==> src/rtl/bt_pkg.sv <==
// Package: shared types and constants for the watchdog basic timer.
// Assumes: nothing beyond IEEE 1800-2017 packages.
package bt_pkg;
    typedef enum logic [1:0] {
        MODE_STAB = 2'd0,   // stabilization wait, CPU idle
        MODE_RUN  = 2'd1,   // normal operation
        MODE_STOP = 2'd2    // oscillator stopped, everything frozen
    } bt_mode_e;

    localparam logic [3:0] WDT_OFF_KEY = 4'b1010;
endpackage

==> src/rtl/bt_prescaler.sv <==
// Module: bt_prescaler
// Divides the input clock by one of three ratios and emits a one-cycle tick.
// Assumes: DIV_LONG is the largest ratio and every ratio is at least 2.
module bt_prescaler #(
    parameter int DIV_LONG  = 4096,
    parameter int DIV_MID   = 1024,
    parameter int DIV_SHORT = 128
) (
    input  logic       clk,
    input  logic       rst_n,
    input  logic       clr,
    input  logic       en,
    input  logic       use_long,
    input  logic [1:0] sel,
    output logic       tick
);
    localparam int PW = $clog2(DIV_LONG);

    logic [PW-1:0] pre;
    logic [PW-1:0] limit;

    // Pick the terminal count; the long ratio is forced during power-on wait.
    always_comb begin
        if (use_long) begin
            limit = PW'(DIV_LONG - 1);
        end else begin
            case (sel)
                2'b00:   limit = PW'(DIV_LONG - 1);
                2'b01:   limit = PW'(DIV_MID - 1);
                default: limit = PW'(DIV_SHORT - 1);
            endcase
        end
    end

    assign tick = en && !clr && (pre >= limit);

    // Divider count: restart on clear or on tick, hold when disabled.
    always_ff @(posedge clk) begin
        if (!rst_n) begin
            pre <= '0;
        end else if (clr) begin
            pre <= '0;
        end else if (en) begin
            pre <= tick ? '0 : pre + 1'b1;
        end
    end
endmodule

==> src/rtl/bt_counter.sv <==
// Module: bt_counter
// Up counter advanced by prescaler ticks; reports each increment and each wrap.
// Assumes: clr has priority over tick.
module bt_counter #(
    parameter int CNT_W = 8
) (
    input  logic             clk,
    input  logic             rst_n,
    input  logic             clr,
    input  logic             tick,
    output logic [CNT_W-1:0] cnt,
    output logic             inc,
    output logic             wrap
);
    assign inc  = tick && !clr;
    assign wrap = inc && (&cnt);

    // Counter value: clear, else increment on tick (natural wrap).
    always_ff @(posedge clk) begin
        if (!rst_n) begin
            cnt <= '0;
        end else if (clr) begin
            cnt <= '0;
        end else if (inc) begin
            cnt <= cnt + 1'b1;
        end
    end
endmodule

==> src/rtl/bt_sequencer.sv <==
// Module: bt_sequencer
// Tracks run, stop and stabilization modes and which rate the wait uses.
// Assumes: stab_hit is a single-cycle pulse when the counter reaches the stable point.
module bt_sequencer
    import bt_pkg::*;
(
    input  logic     clk,
    input  logic     rst_n,
    input  logic     stop_req,
    input  logic     wake_irq,
    input  logic     stab_hit,
    output bt_mode_e mode,
    output logic     por_wait,
    output logic     wake_clr
);
    assign wake_clr = (mode == MODE_STOP) && wake_irq;

    // Mode transitions; reset enters a power-on stabilization wait.
    always_ff @(posedge clk) begin
        if (!rst_n) begin
            mode     <= MODE_STAB;
            por_wait <= 1'b1;
        end else begin
            case (mode)
                MODE_RUN: begin
                    if (stop_req) mode <= MODE_STOP;
                end
                MODE_STOP: begin
                    if (wake_irq) begin
                        mode     <= MODE_STAB;
                        por_wait <= 1'b0;
                    end
                end
                default: begin
                    if (stab_hit) mode <= MODE_RUN;
                end
            endcase
        end
    end
endmodule

==> src/rtl/bt_watchdog_timer.sv <==
// Module: bt_watchdog_timer (top)
// Watchdog and oscillator stabilization timer sharing one prescaled counter.
// Assumes: rst_n is synchronous power-on reset; wdt_rst is fed back internally
// so the block reinitializes itself on a watchdog expiry.
module bt_watchdog_timer
    import bt_pkg::*;
#(
    parameter int DIV_LONG  = 4096,
    parameter int DIV_MID   = 1024,
    parameter int DIV_SHORT = 128,
    parameter int CNT_W     = 8,
    parameter int STAB_BIT  = 4
) (
    input  logic             clk,
    input  logic             rst_n,
    input  logic             wr_en,
    input  logic [7:0]       wr_data,
    output logic [7:0]       ctrl_rdata,
    output logic [CNT_W-1:0] cnt_rdata,
    input  logic             stop_req,
    input  logic             wake_irq,
    output logic             wdt_rst,
    output logic             cpu_run,
    output logic             clk_gate_en
);
    localparam logic [CNT_W-1:0] STAB_LAST = CNT_W'((1 << STAB_BIT) - 1);

    logic       init_n;
    logic [5:0] ctrl_q;
    logic       tick;
    logic       inc;
    logic       wrap;
    logic       por_wait;
    logic       wake_clr;
    logic       stab_hit;
    logic       cnt_clr;
    logic       pre_clr;
    bt_mode_e   mode;

    assign init_n  = rst_n && !wdt_rst;
    assign cnt_clr = wake_clr || (wr_en && wr_data[1]);
    assign pre_clr = wake_clr || (wr_en && wr_data[0]);

    // Control register: key and rate bits; clear bits are not stored.
    always_ff @(posedge clk) begin
        if (!init_n) begin
            ctrl_q <= '0;
        end else if (wr_en) begin
            ctrl_q <= wr_data[7:2];
        end
    end

    bt_prescaler #(
        .DIV_LONG (DIV_LONG),
        .DIV_MID  (DIV_MID),
        .DIV_SHORT(DIV_SHORT)
    ) u_pre (
        .clk     (clk),
        .rst_n   (init_n),
        .clr     (pre_clr),
        .en      (mode != MODE_STOP),
        .use_long(por_wait && (mode == MODE_STAB)),
        .sel     (ctrl_q[1:0]),
        .tick    (tick)
    );

    bt_counter #(
        .CNT_W(CNT_W)
    ) u_cnt (
        .clk  (clk),
        .rst_n(init_n),
        .clr  (cnt_clr),
        .tick (tick),
        .cnt  (cnt_rdata),
        .inc  (inc),
        .wrap (wrap)
    );

    assign stab_hit = (mode == MODE_STAB) && inc && (cnt_rdata == STAB_LAST);

    bt_sequencer u_seq (
        .clk     (clk),
        .rst_n   (init_n),
        .stop_req(stop_req),
        .wake_irq(wake_irq),
        .stab_hit(stab_hit),
        .mode    (mode),
        .por_wait(por_wait),
        .wake_clr(wake_clr)
    );

    // Watchdog pulse: one cycle after an armed wrap, dropped by its own reinit.
    always_ff @(posedge clk) begin
        if (!rst_n) begin
            wdt_rst <= 1'b0;
        end else if (wdt_rst) begin
            wdt_rst <= 1'b0;
        end else begin
            wdt_rst <= wrap && (ctrl_q[5:2] != WDT_OFF_KEY);
        end
    end

    assign ctrl_rdata  = {ctrl_q, 2'b00};
    assign cpu_run     = (mode == MODE_RUN);
    assign clk_gate_en = (mode != MODE_STOP);
endmodule

==> config.mk <==
export PLATFORM = sky130hd
export DESIGN_NAME = bt_watchdog_timer
export DESIGN_NICKNAME = d
export VERILOG_FILES = /design/src/rtl/bt_pkg.sv /design/src/rtl/bt_prescaler.sv /design/src/rtl/bt_counter.sv /design/src/rtl/bt_sequencer.sv /design/src/rtl/bt_watchdog_timer.sv
export SDC_FILE = /design/constraint.sdc
export NUM_CORES = 1
export LEC_CHECK = 0
export BUFFER_PORTS_ARGS = -buffer_cell sky130_fd_sc_hd__buf_2
export CAP_MARGIN = 30
export CORE_ASPECT_RATIO = 0.7
export CORE_MARGIN = 8
export CORE_UTILIZATION = 33
export CTS_CLUSTER_DIAMETER = 30
export CTS_CLUSTER_SIZE = 30
export DETAILED_ROUTE_END_ITERATION = 10
export PLACE_DENSITY = 0.61
export SYNTH_ARGS = -nofsm -noshare
export SYNTH_HDL_FRONTEND = slang
export SYNTH_HIERARCHICAL = 1
export SYNTH_SLANG_ARGS = --single-unit
==> constraint.sdc <==
create_clock -name clk -period 7.9 [get_ports clk]
set_input_delay 1.58 -clock clk [delete_from_list [all_inputs] [get_ports clk]]
set_output_delay 1.58 -clock clk [all_outputs]
set_load 0.1 [all_outputs]
==> out/results.tsv, run 1 <==
stage	metric	value	unit
placed_design	Post-DP Area	1760	um2
yosys	synth unique cells	48	
run	max-cap violations	0	
yosys	Adder-Cell Fraction of Synth Area	0.0478	
detailed_routing	DRC	0	
yosys	FFs w/ async S/R, synth	0	
yosys	multiplexer area fraction after synthesis	0.0574	
detailed_routing	Iteration-0 DRC Markers	37	
setup_path	WS Path Type	in2reg	
clock_network	Clock Latency Late Sink	280	ps
detailed_routing	Via density	4.87	
sta	Slew Viols, Final	0	
clock_network	Post-CTS Hold Buffers	0	
setup_path	CP Capture Type	register	
pwr	Leak	0.770	nW
yosys	syn avg cell area	9.07	um2
pwr	Max IR drop VDD	0.104	mV
sta	RSZ-0062 raised after global routing	false	
sta	final setup fails	0	
detailed_routing	drt pass-1 iters	4	
floorplanning	IO Count	32	
setup_path	Worst Path Buf+Inv	2	
clock_network	Clk pin slew, worst setup/hold paths	60	ps
placed_design	GP Congestion	0.735	
setup_path	slowest CP cell	o21ai_0	
cells_and_area	Final nets	223	
setup_path	worst-path maximum fanout	7	
cells_and_area	layout cells sized above 1	0.229	
placed_design	post-DP HPWL	2530	um
detailed_routing	Detail Route Antenna Nets	0	
cells_and_area	final core occ	0.395	
detailed_routing	WL final	3290	um
floorplanning	Die Area	7250	um2
clock_network	CTS Buf Count	5	
cells_and_area	area growth from synthesis to layout	17.8	%
sta	Max-slew headroom	0.494	
clock_network	clock root cell	clkbuf_8	
yosys	largest family of logic cells by synthesized area	simple AND/OR/NAND/NOR gates	
yosys	Synth Area in XOR/XNOR	0.0670	
cells_and_area	ant diodes	0	
yosys	Simple-Gate Fraction of Synth Area	0.280	
grt	GRT met2 Usage	0.139	
setup_path	slowest stage delay, CP	630	ps
setup_path	crit-path cells	buf_2 > and2_1 > a21o_1 > and4b_1 > o21ai_2 > o21ai_0 > nand2b_2 > inv_1 > or4b_1 > nor3_2 > mux2i_1 > a22oi_1 > nor2_1	
floorplanning	core outline area	4680	um2
grt	Total GRT Usage	0.104	
clock_network	Max Buffers Root-to-Sink	2	
grt	pin count of the biggest net entering global routing	11	
sta	final setup margin	3820	ps
status	status	finished, final reports clean	
cells_and_area	Finished Cell Area	1850	um2
placed_design	# port buffers	29	
setup_path	Worst EP required	8070	ps
placed_design	Setup Slack @ Placement	3530	ps
sta	Max Fclk	245	MHz
hold_path	Hold Crit Class	reg2reg	
clock_network	Post CTS Setup Buffer Count	0	
sta	Final Hold Viols	0	
yosys	synthesized area	1570	um2
yosys	EDFF count, synth	0	
clock_network	H-Tree Depth	2	
floorplanning	Initial Util	0.335	
sta	worst slew pin tran	752	ps
pwr	PD cells	170	nW/um2
yosys	Mapped Cells	173	
grt	GRT overflow	0	
yosys	#FFs+latches synth	30	
detailed_routing	Vias	1277	
grt	most used routing layer	met2	
yosys	leading post-synthesis cells by cell area	dfxtp_1 38%, nor2_1 6.0%, mux2i_1 5.7%	
clock_network	Post-CTS Resized	0	
yosys	Yosys warning count	6	
yosys	ys flop type	dfxtp_1	
sta	Setup Skew	5.53	ps
grt	vias in the first global route	1259	
floorplanning	FP Rows	21	
grt	first-pass GRT wire length	5930	um
sta	period utilisation layout	0.516	
sta	min Tclk post-route	4080	ps
sta	setup tns final	0	ps
setup_path	Top delay family on crit path	simple AND/OR/NAND/NOR gates	
clock_network	CTS tree	done	
yosys	sequential share of the synthesized area	0.383	
grt	initial antenna violation count	0	
grt	met1 Track Usage GR	0.137	
grt	met3 Use GR	0.0416	
clock_network	Sinks on Clock Net	30	
floorplanning	Die Width	98.4	um
yosys	Compound-Gate Fraction of Synth Area	0.120	
yosys	most area-hungry cell type in the Yosys netlist	dfxtp_1	
floorplanning	DIE HEIGHT	73.7	um
setup_path	Critical Path AT	4250	ps
detailed_routing	DR WL/cell	12.5	um
setup_path	startpoint types	primary input	
yosys	post-synth top area share	0.383	
power by group:
| group | switching, mW | leakage, nW | internal, mW | total (mW) |
|---|---|---|---|---|
| combinational | 0.0261 | 0.479 | 0.00857 | 0.0346 |
| clock | 0.0533 | 0.0482 | 0.0701 | 0.123 |
| sequential | 0.00223 | 0.243 | 0.154 | 0.156 |
through the flow:
stage	power [mW]	cells	hold WS (ps)
after floorplan	0.188	174	428
after global placement	0.195	254	444
after detailed placement	0.195	254	449
after CTS	0.320	262	459
after global routing	0.328	262	471
final	0.314	262	461
state kept, by name, indices dropped and copies added, names as in the netlist:
| register | count |
|---|---|
| ctrl_q | 6 |
| u_cnt/cnt | 8 |
| u_pre/pre | 12 |
| u_seq/mode | 2 |
| u_seq/por_wait | 1 |
| wdt_rst | 1 |
tightest hold or removal path: cells and delay by family, from the launching register on:
kind	cells	cell delay [ps]
compound gates	1	60
buf+inv	1	50
flops	1	300
area by class of cell:
class	count	area, um2
fillers	490	2830
multi-input cells	129	906
flip-flops and latches	30	601
repair buffers	29	145
clock buffers	7	86.3
well taps	57	71.3
inverters	9	33.8
clock inverters	1	5.00
Yosys cell counts (2+ instances only):
cell,count
a21o_1,2
a21oi_1,6
buf_2,2
buf_4,2
clkbuf_1,2
dfxtp_1,30
ha_1,6
inv_1,9
mux2i_1,9
nand2_1,7
nand2b_1,5
nand3_1,5
nand4_1,7
nor2_1,25
nor3_1,3
nor3b_1,2
o21ai_0,5
o31ai_1,2
o32ai_1,2
or3_1,2
or4_1,2
or4b_1,2
xnor2_1,5
xor2_1,7
placed cells by master (no fill, tap or decap), drive strengths merged, types with 4 or more instances in the layout:
cell type / n
inv: 9
dfxtp: 30
nand2: 7
clkbuf: 7
mux2i: 9
nand4: 7
buf: 29
nor2: 25
nand2b: 6
nand3: 5
xnor2: 5
nor3: 4
o21ai: 7
xor2: 7
a21oi: 6
ha: 6
or3: 4
logic make-up after synthesis:
family / count (synthesis)
AOI/OAI and AO/OA: 23
xor gates and xnor gates: 12
adders and majority gates: 6
buffers and inverters: 15
DFF: 30
muxes: 9
other: 1
and+or+nand+nor: 77
path summary, 6_finish.rpt:
kind | start | to | slack [ps] | cells after the start
min | u_seq/por_wait | u_seq/por_wait | 460 | 2
max reg2reg | u_seq/mode[0] | u_seq/mode[1] | 4420 | 14
min reg2reg | u_seq/por_wait | u_seq/por_wait | 460 | 2
max | wake_irq | u_seq/mode[1] | 3820 | 13
metal layers:
metal  wire [um]  part of all wire
met4          65             0.020
met3         217             0.066
met2        1250              0.38
met1        1750              0.53
met5           0                 0
Note: power is estimated with default switching activity, not from simulation.
==> inputs of run 2 (changes only) <==
==> constraint.sdc (replaced) <==
create_clock -name clk -period 3.8 [get_ports clk]
set_input_delay 0.76 -clock clk [delete_from_list [all_inputs] [get_ports clk]]
set_output_delay 0.76 -clock clk [all_outputs]
set_load 0.1 [all_outputs]
==> run 2 against run 1 <==
- register-to-register slack got worse by 4000 ps
- flip-flop and latch count stayed put
- clock power is 140% higher
- wire length fell by 0.88%
- sequential power rose by 110%
- largest power group unchanged
- highest routed layer unchanged
==> out/results.tsv, run 2 (same netlist as run 1, synthesis figures left out) <==
stage	metric	value	unit
status	status	finished, final reports clean	
pwr	PD cells	371	nW/um2
floorplanning	core outline area	4680	um2
cells_and_area	commonest non-fill, non-tap cell in the layout	dfxtp_1	
detailed_routing	DR WL/cell	12.4	um
clock_network	Clock Latency Late Sink	270	ps
cells_and_area	most frequent cells in the layout	30 x dfxtp_1, 29 x buf_2, 25 x nor2_1	
floorplanning	FP Rows	21	
grt	initial antenna violation count	0	
setup_path	worst-path maximum fanout	8	
setup_path	Worst EP required	3970	ps
cells_and_area	Final nets	223	
setup_path	crit-path cells	nor3b_1 > nor2_1 > ha_1 > a21oi_1 > or3b_2 > o21ai_1 > nand2b_2 > inv_1 > or4b_1 > nor3_2 > mux2i_1 > a22oi_1 > nor2_1	
grt	Total GRT Usage	0.0943	
placed_design	Post-DP Area	1760	um2
floorplanning	Die Area	7250	um2
setup_path	most used cell, CP	nor2_1	
clock_network	CTS tree	done	
detailed_routing	Iteration-0 DRC Markers	95	
detailed_routing	WL final	3260	um
pwr	Sequential Power Share	0.470	
sta	Max Fclk	295	MHz
grt	GRT overflow	0	
clock_network	Clk pin slew, worst setup/hold paths	60	ps
clock_network	Max Buffers Root-to-Sink	2	
sta	RSZ-0062 raised after global routing	false	
floorplanning	Initial Util	0.335	
cells_and_area	Top Registers	u_pre/pre x12, u_cnt/cnt x8, ctrl_q x6	
detailed_routing	DRC	0	
pwr	Max IR drop VDD	0.234	mV
cells_and_area	Biggest register	u_pre/pre	
clock_network	Sinks on Clock Net	30	
detailed_routing	Via density	4.92	
pwr	clock power share	0.426	
setup_path	Critical Path AT	3560	ps
hold_path	Hold Crit Class	reg2reg	
pwr	Pint	521	uW
setup_path	slowest CP cell	or3b_2	
cells_and_area	layout cells sized above 1	0.234	
sta	Slew Viols, Final	0	
cells_and_area	ant diodes	0	
sta	hold_ws	453	ps
sta	Final Hold Viols	0	
clock_network	Post-CTS Hold Buffers	0	
pwr	Sw Ratio	0.247	
sta	period utilisation layout	0.892	
cells_and_area	max reg flops	12	
detailed_routing	drt pass-1 iters	4	
setup_path	r2r setup slk	410	ps
cells_and_area	area growth from synthesis to layout	19.0	%
pwr	combinational power share	0.104	
sta	Setup Skew	6.34	ps
floorplanning	IO Count	32	
grt	first-pass GRT wire length	5360	um
grt	pin count of the biggest net entering global routing	11	
setup_path	startpoint types	register	
setup_path	Top delay family on crit path	simple AND/OR/NAND/NOR gates	
grt	vias in the first global route	1140	
setup_path	CP Capture Type	register	
placed_design	GP Congestion	0.737	
sta	final setup fails	0	
sta	setup tns final	0	ps
setup_path	Worst Path Buf+Inv	1	
floorplanning	DIE HEIGHT	73.7	um
placed_design	post-DP HPWL	2460	um
floorplanning	Die Width	98.4	um
sta	min Tclk post-route	3390	ps
pwr	Leak	0.779	nW
detailed_routing	Detail Route Antenna Nets	0	
detailed_routing	Vias	1290	
setup_path	WS Path Type	reg2reg	
pwr	Net Sw Power	171	uW
placed_design	# port buffers	29	
clock_network	CTS Buf Count	5	
clock_network	H-Tree Depth	2	
setup_path	slowest stage delay, CP	510	ps
run	max-cap violations	0	
cells_and_area	Finished Cell Area	1870	um2
clock_network	clock root cell	clkbuf_8	
-- run 2: worst paths after layout --
check	start	to	cells after the start
hold reg to reg	u_seq/por_wait	u_seq/por_wait	2
setup reg to reg	u_seq/mode[1]	u_seq/mode[1]	13
setup / recovery	u_seq/mode[1]	u_seq/mode[1]	13
hold / removal	u_seq/por_wait	u_seq/por_wait	2
-- run 2: metrics by stage --
step,total power [mW],cells,utilization,worst slack (ps)
3_3_place_gp,0.404,254,0.376,362
5_1_grt,0.722,262,0.399,150
2_1_floorplan,0.391,174,-,346
3_5_place_dp,0.404,254,0.376,239
6_report,0.692,262,0.399,409
4_1_cts,0.704,262,0.399,278
-- run 2: metal layers --
| metal | share of wire | GRT usage | wire length, um |
|---|---|---|---|
| met1 | 0.54 | 0.135 | 1770 |
| met5 | 0 | 0 | 0 |
| met2 | 0.38 | 0.117 | 1240 |
| met4 | 0.013 | 0.0440 | 41 |
| met3 | 0.063 | 0.0341 | 206 |
-- run 2: power groups by stage --
| stage | Clock [mW] | Combinational, mW | Sequential [mW] |
|---|---|---|---|
| after floorplan | 0 | 0.0331 | 0.358 |
| after global placement | 0 | 0.0723 | 0.332 |
| after detailed placement | 0 | 0.0723 | 0.332 |
| after CTS | 0.307 | 0.0723 | 0.325 |
| after global routing | 0.320 | 0.0769 | 0.326 |
| final | 0.295 | 0.0721 | 0.325 |
-- run 2: worst min-delay path: cells and delay by family (launching register included) --
kind,cells,cell delay (ps)
flip-flops,1,310
AO/OA/AOI/OAI,1,60
buffers and inverters,1,50
-- run 2: cell type report --
type,count,area (um2)
clock buffer,8,110
fill,473,2810
inverter,9,33.8
multi-input combinational,129,906
sequential,30,601
tap,57,71.3
timing repair buffer,29,145
-- run 2: what timing repair did --
item                                    CTS  global route
endpoints found under the setup margin    0             1
setup buffers                             0             0
resized for setup                         0             1
==> inputs of run 3 (changes only) <==
--- a/config.mk
+++ b/config.mk
@@ -13,7 +13,7 @@
 export CTS_CLUSTER_DIAMETER = 30
 export CTS_CLUSTER_SIZE = 30
 export DETAILED_ROUTE_END_ITERATION = 10
-export PLACE_DENSITY = 0.61
+export PLACE_DENSITY = 0.62
 export SYNTH_ARGS = -nofsm -noshare
 export SYNTH_HDL_FRONTEND = slang
 export SYNTH_HIERARCHICAL = 1
==> constraint.sdc (replaced) <==
create_clock -name clk -period 2.7 [get_ports clk]
set_input_delay 0.54 -clock clk [delete_from_list [all_inputs] [get_ports clk]]
set_output_delay 0.54 -clock clk [all_outputs]
set_load 0.1 [all_outputs]
==> run 3 against run 2 <==
- the flow now finishes with violations (setup timing)
- hold slack improved by 25 ps
- maximum frequency grew 25%
- sequential power up 40%
- count of clock-buffer cells in the layout stayed put
- register-to-register slack worse by 420 ps
- combinational power up 44%
- critical path type unchanged
- largest cell class unchanged
==> out/results.tsv, run 3 (same netlist as run 1, synthesis figures left out) <==
stage	metric	value	unit
grt	initial antenna violation count	0	
placed_design	# port buffers	29	
sta	Setup Skew	5.03	ps
clock_network	Clk pin slew, worst setup/hold paths	70	ps
detailed_routing	top routing layer used	met4	
placed_design	GP Congestion	0.788	
floorplanning	core outline area	4680	um2
clock_network	Max Buffers Root-to-Sink	2	
cells_and_area	Final nets	235	
pwr	PD cells	482	nW/um2
floorplanning	Initial Util	0.335	
grt	first-pass GRT wire length	6240	um
floorplanning	DIE HEIGHT	73.7	um
clock_network	CTS tree	done	
floorplanning	FP Rows	21	
status	status	complete, but fails checks	
status	failing checks	setup timing	
floorplanning	Die Area	7250	um2
setup_path	Critical Path AT	2880	ps
clock_network	Clock Latency Late Sink	280	ps
run	max-cap violations	0	
pwr	Max IR drop VDD	0.229	mV
sta	final setup fails	1	
setup_path	Worst EP required	2880	ps
cells_and_area	most frequent cells in the layout	29 x buf_2, 26 x dfxtp_1, 24 x nor2_1	
hold_path	Hold Crit Start	u_seq/por_wait	
detailed_routing	DRC	0	
cells_and_area	Post-Layout Cell Count	274	
grt	vias in the first global route	1322	
cells_and_area	layout cells sized above 1	0.341	
cells_and_area	area growth from synthesis to layout	30.5	%
sta	min Tclk post-route	2710	ps
setup_path	WS Path Type	reg2reg	
grt	Total GRT Usage	0.107	
detailed_routing	Via density	4.88	
detailed_routing	drt pass-1 iters	4	
detailed_routing	WL met1	1940	um
hold_path	Worst Hold Depth	2	
setup_path	startpoint types	register	
sta	Final Hold Viols	0	
placed_design	Placed Cells	263	
clock_network	H-Tree Depth	2	
setup_path	slowest CP cell	or4b_4	
detailed_routing	Vias	1338	
detailed_routing	DR WL/cell	13.3	um
floorplanning	IO Count	32	
sta	Slew Viols, Final	0	
setup_path	slowest stage delay, CP	460	ps
clock_network	Sinks on Clock Net	30	
setup_path	critical path startpoint	u_seq/mode[1]	
detailed_routing	Detail Route Antenna Nets	0	
floorplanning	Die Width	98.4	um
sta	RSZ-0062 raised after global routing	true	
setup_path	worst-path maximum fanout	6	
pwr	Leak	0.875	nW
cells_and_area	Biggest register	u_pre/pre	
clock_network	clock root cell	clkbuf_8	
placed_design	Post-DP Area	1880	um2
cells_and_area	max reg flops	12	
cells_and_area	Finished Cell Area	2050	um2
detailed_routing	Iteration-0 DRC Markers	56	
detailed_routing	WL final	3640	um
setup_path	crit-path cells	nor3b_4 > nor2_2 > ha_4 > a21oi_2 > or3b_4 > o21ai_4 > nand2b_4 > inv_2 > or4b_4 > nor3_4 > mux2i_1 > a22oi_1 > nor2_1	
grt	GRT overflow	0	
detailed_routing	routed wl met3	212	um
cells_and_area	commonest non-fill, non-tap cell in the layout	buf_2	
grt	pin count of the biggest net entering global routing	11	
setup_path	Worst Reg-to-Reg Cells	13	
cells_and_area	Top Registers	u_pre/pre x12, u_cnt/cnt x8, ctrl_q x6	
cells_and_area	ant diodes	0	
sta	final setup margin	-8.25	ps
clock_network	Post-CTS Hold Buffers	0	
setup_path	CP Capture Type	register	
sta	Max Fclk	369	MHz
clock_network	CTS Buf Count	5	
hold_path	Hold Crit Class	reg2reg	
detailed_routing	met2 WL post-DR	1430	um
sta	period utilisation layout	1.00	
setup_path	FF-to-FF Start	u_seq/mode[1]	
placed_design	post-DP HPWL	2710	um
run 3: per-stage QoR:
step | power, mW | worst slack, ps | hold WS (ps) | util | setup TNS, ps
floorplan | 0.549 | 0.313 | 424 | - | 0
global placement | 0.571 | 7.92 | 460 | 0.401 | 0
detailed placement | 0.571 | -112 | 458 | 0.401 | -161
CTS | 1.00 | -39.9 | 476 | 0.434 | -39.9
global route | 1.02 | -145 | 502 | 0.438 | -217
finish | 0.987 | -8.25 | 478 | 0.438 | -8.25
run 3: layout make-up:
cell class | instances | area (um2)
Fill cell | 467 | 2630
Inverter | 9 | 33.8
Multi-Input combinational cell | 129 | 981
Timing Repair Buffer | 41 | 235
Clock buffer | 8 | 110
Sequential cell | 30 | 616
Tap cell | 57 | 71.3
run 3: repair_timing:
| action | in CTS | in global routing |
|---|---|---|
| setup buffers | 3 | 0 |
| pin swaps | 5 | 4 |
| resized for setup | 7 | 2 |
| setup endpoints to repair | 2 | 5 |
run 3: where the power goes:
group	leakage (nW)	internal (mW)	switching [mW]
Sequential	0.246	0.448	0.00684
Combinational	0.571	0.0272	0.0769
Clock	0.0575	0.257	0.171
Total	0.875	0.732	0.255
run 3: worst paths after layout:
kind | to | slack (ps)
max | u_seq/mode[1] | -8
min | u_seq/por_wait | 480
max reg2reg | u_seq/mode[1] | -8
min reg2reg | u_seq/por_wait | 480
run 3: worst max-delay path: cells and delay by family, from the launching register on:
family / cells / cell delay, ps
AND/OR/NAND/NOR: 7 / 1500
flip-flops: 1 / 370
AO/OA/AOI/OAI: 3 / 300
adder cells (fa/ha/maj): 1 / 280
multiplexers: 1 / 100
buffers and inverters: 1 / 40
run 3: layer usage:
| layer | GRT usage | up-vias |
|---|---|---|
| met5 | 0 | - |
| met4 | 0.0508 | 0 |
| met3 | 0.0322 | 5 |
| met2 | 0.154 | 47 |
| met1 | 0.142 | 591 |
| li1 | - | 695 |
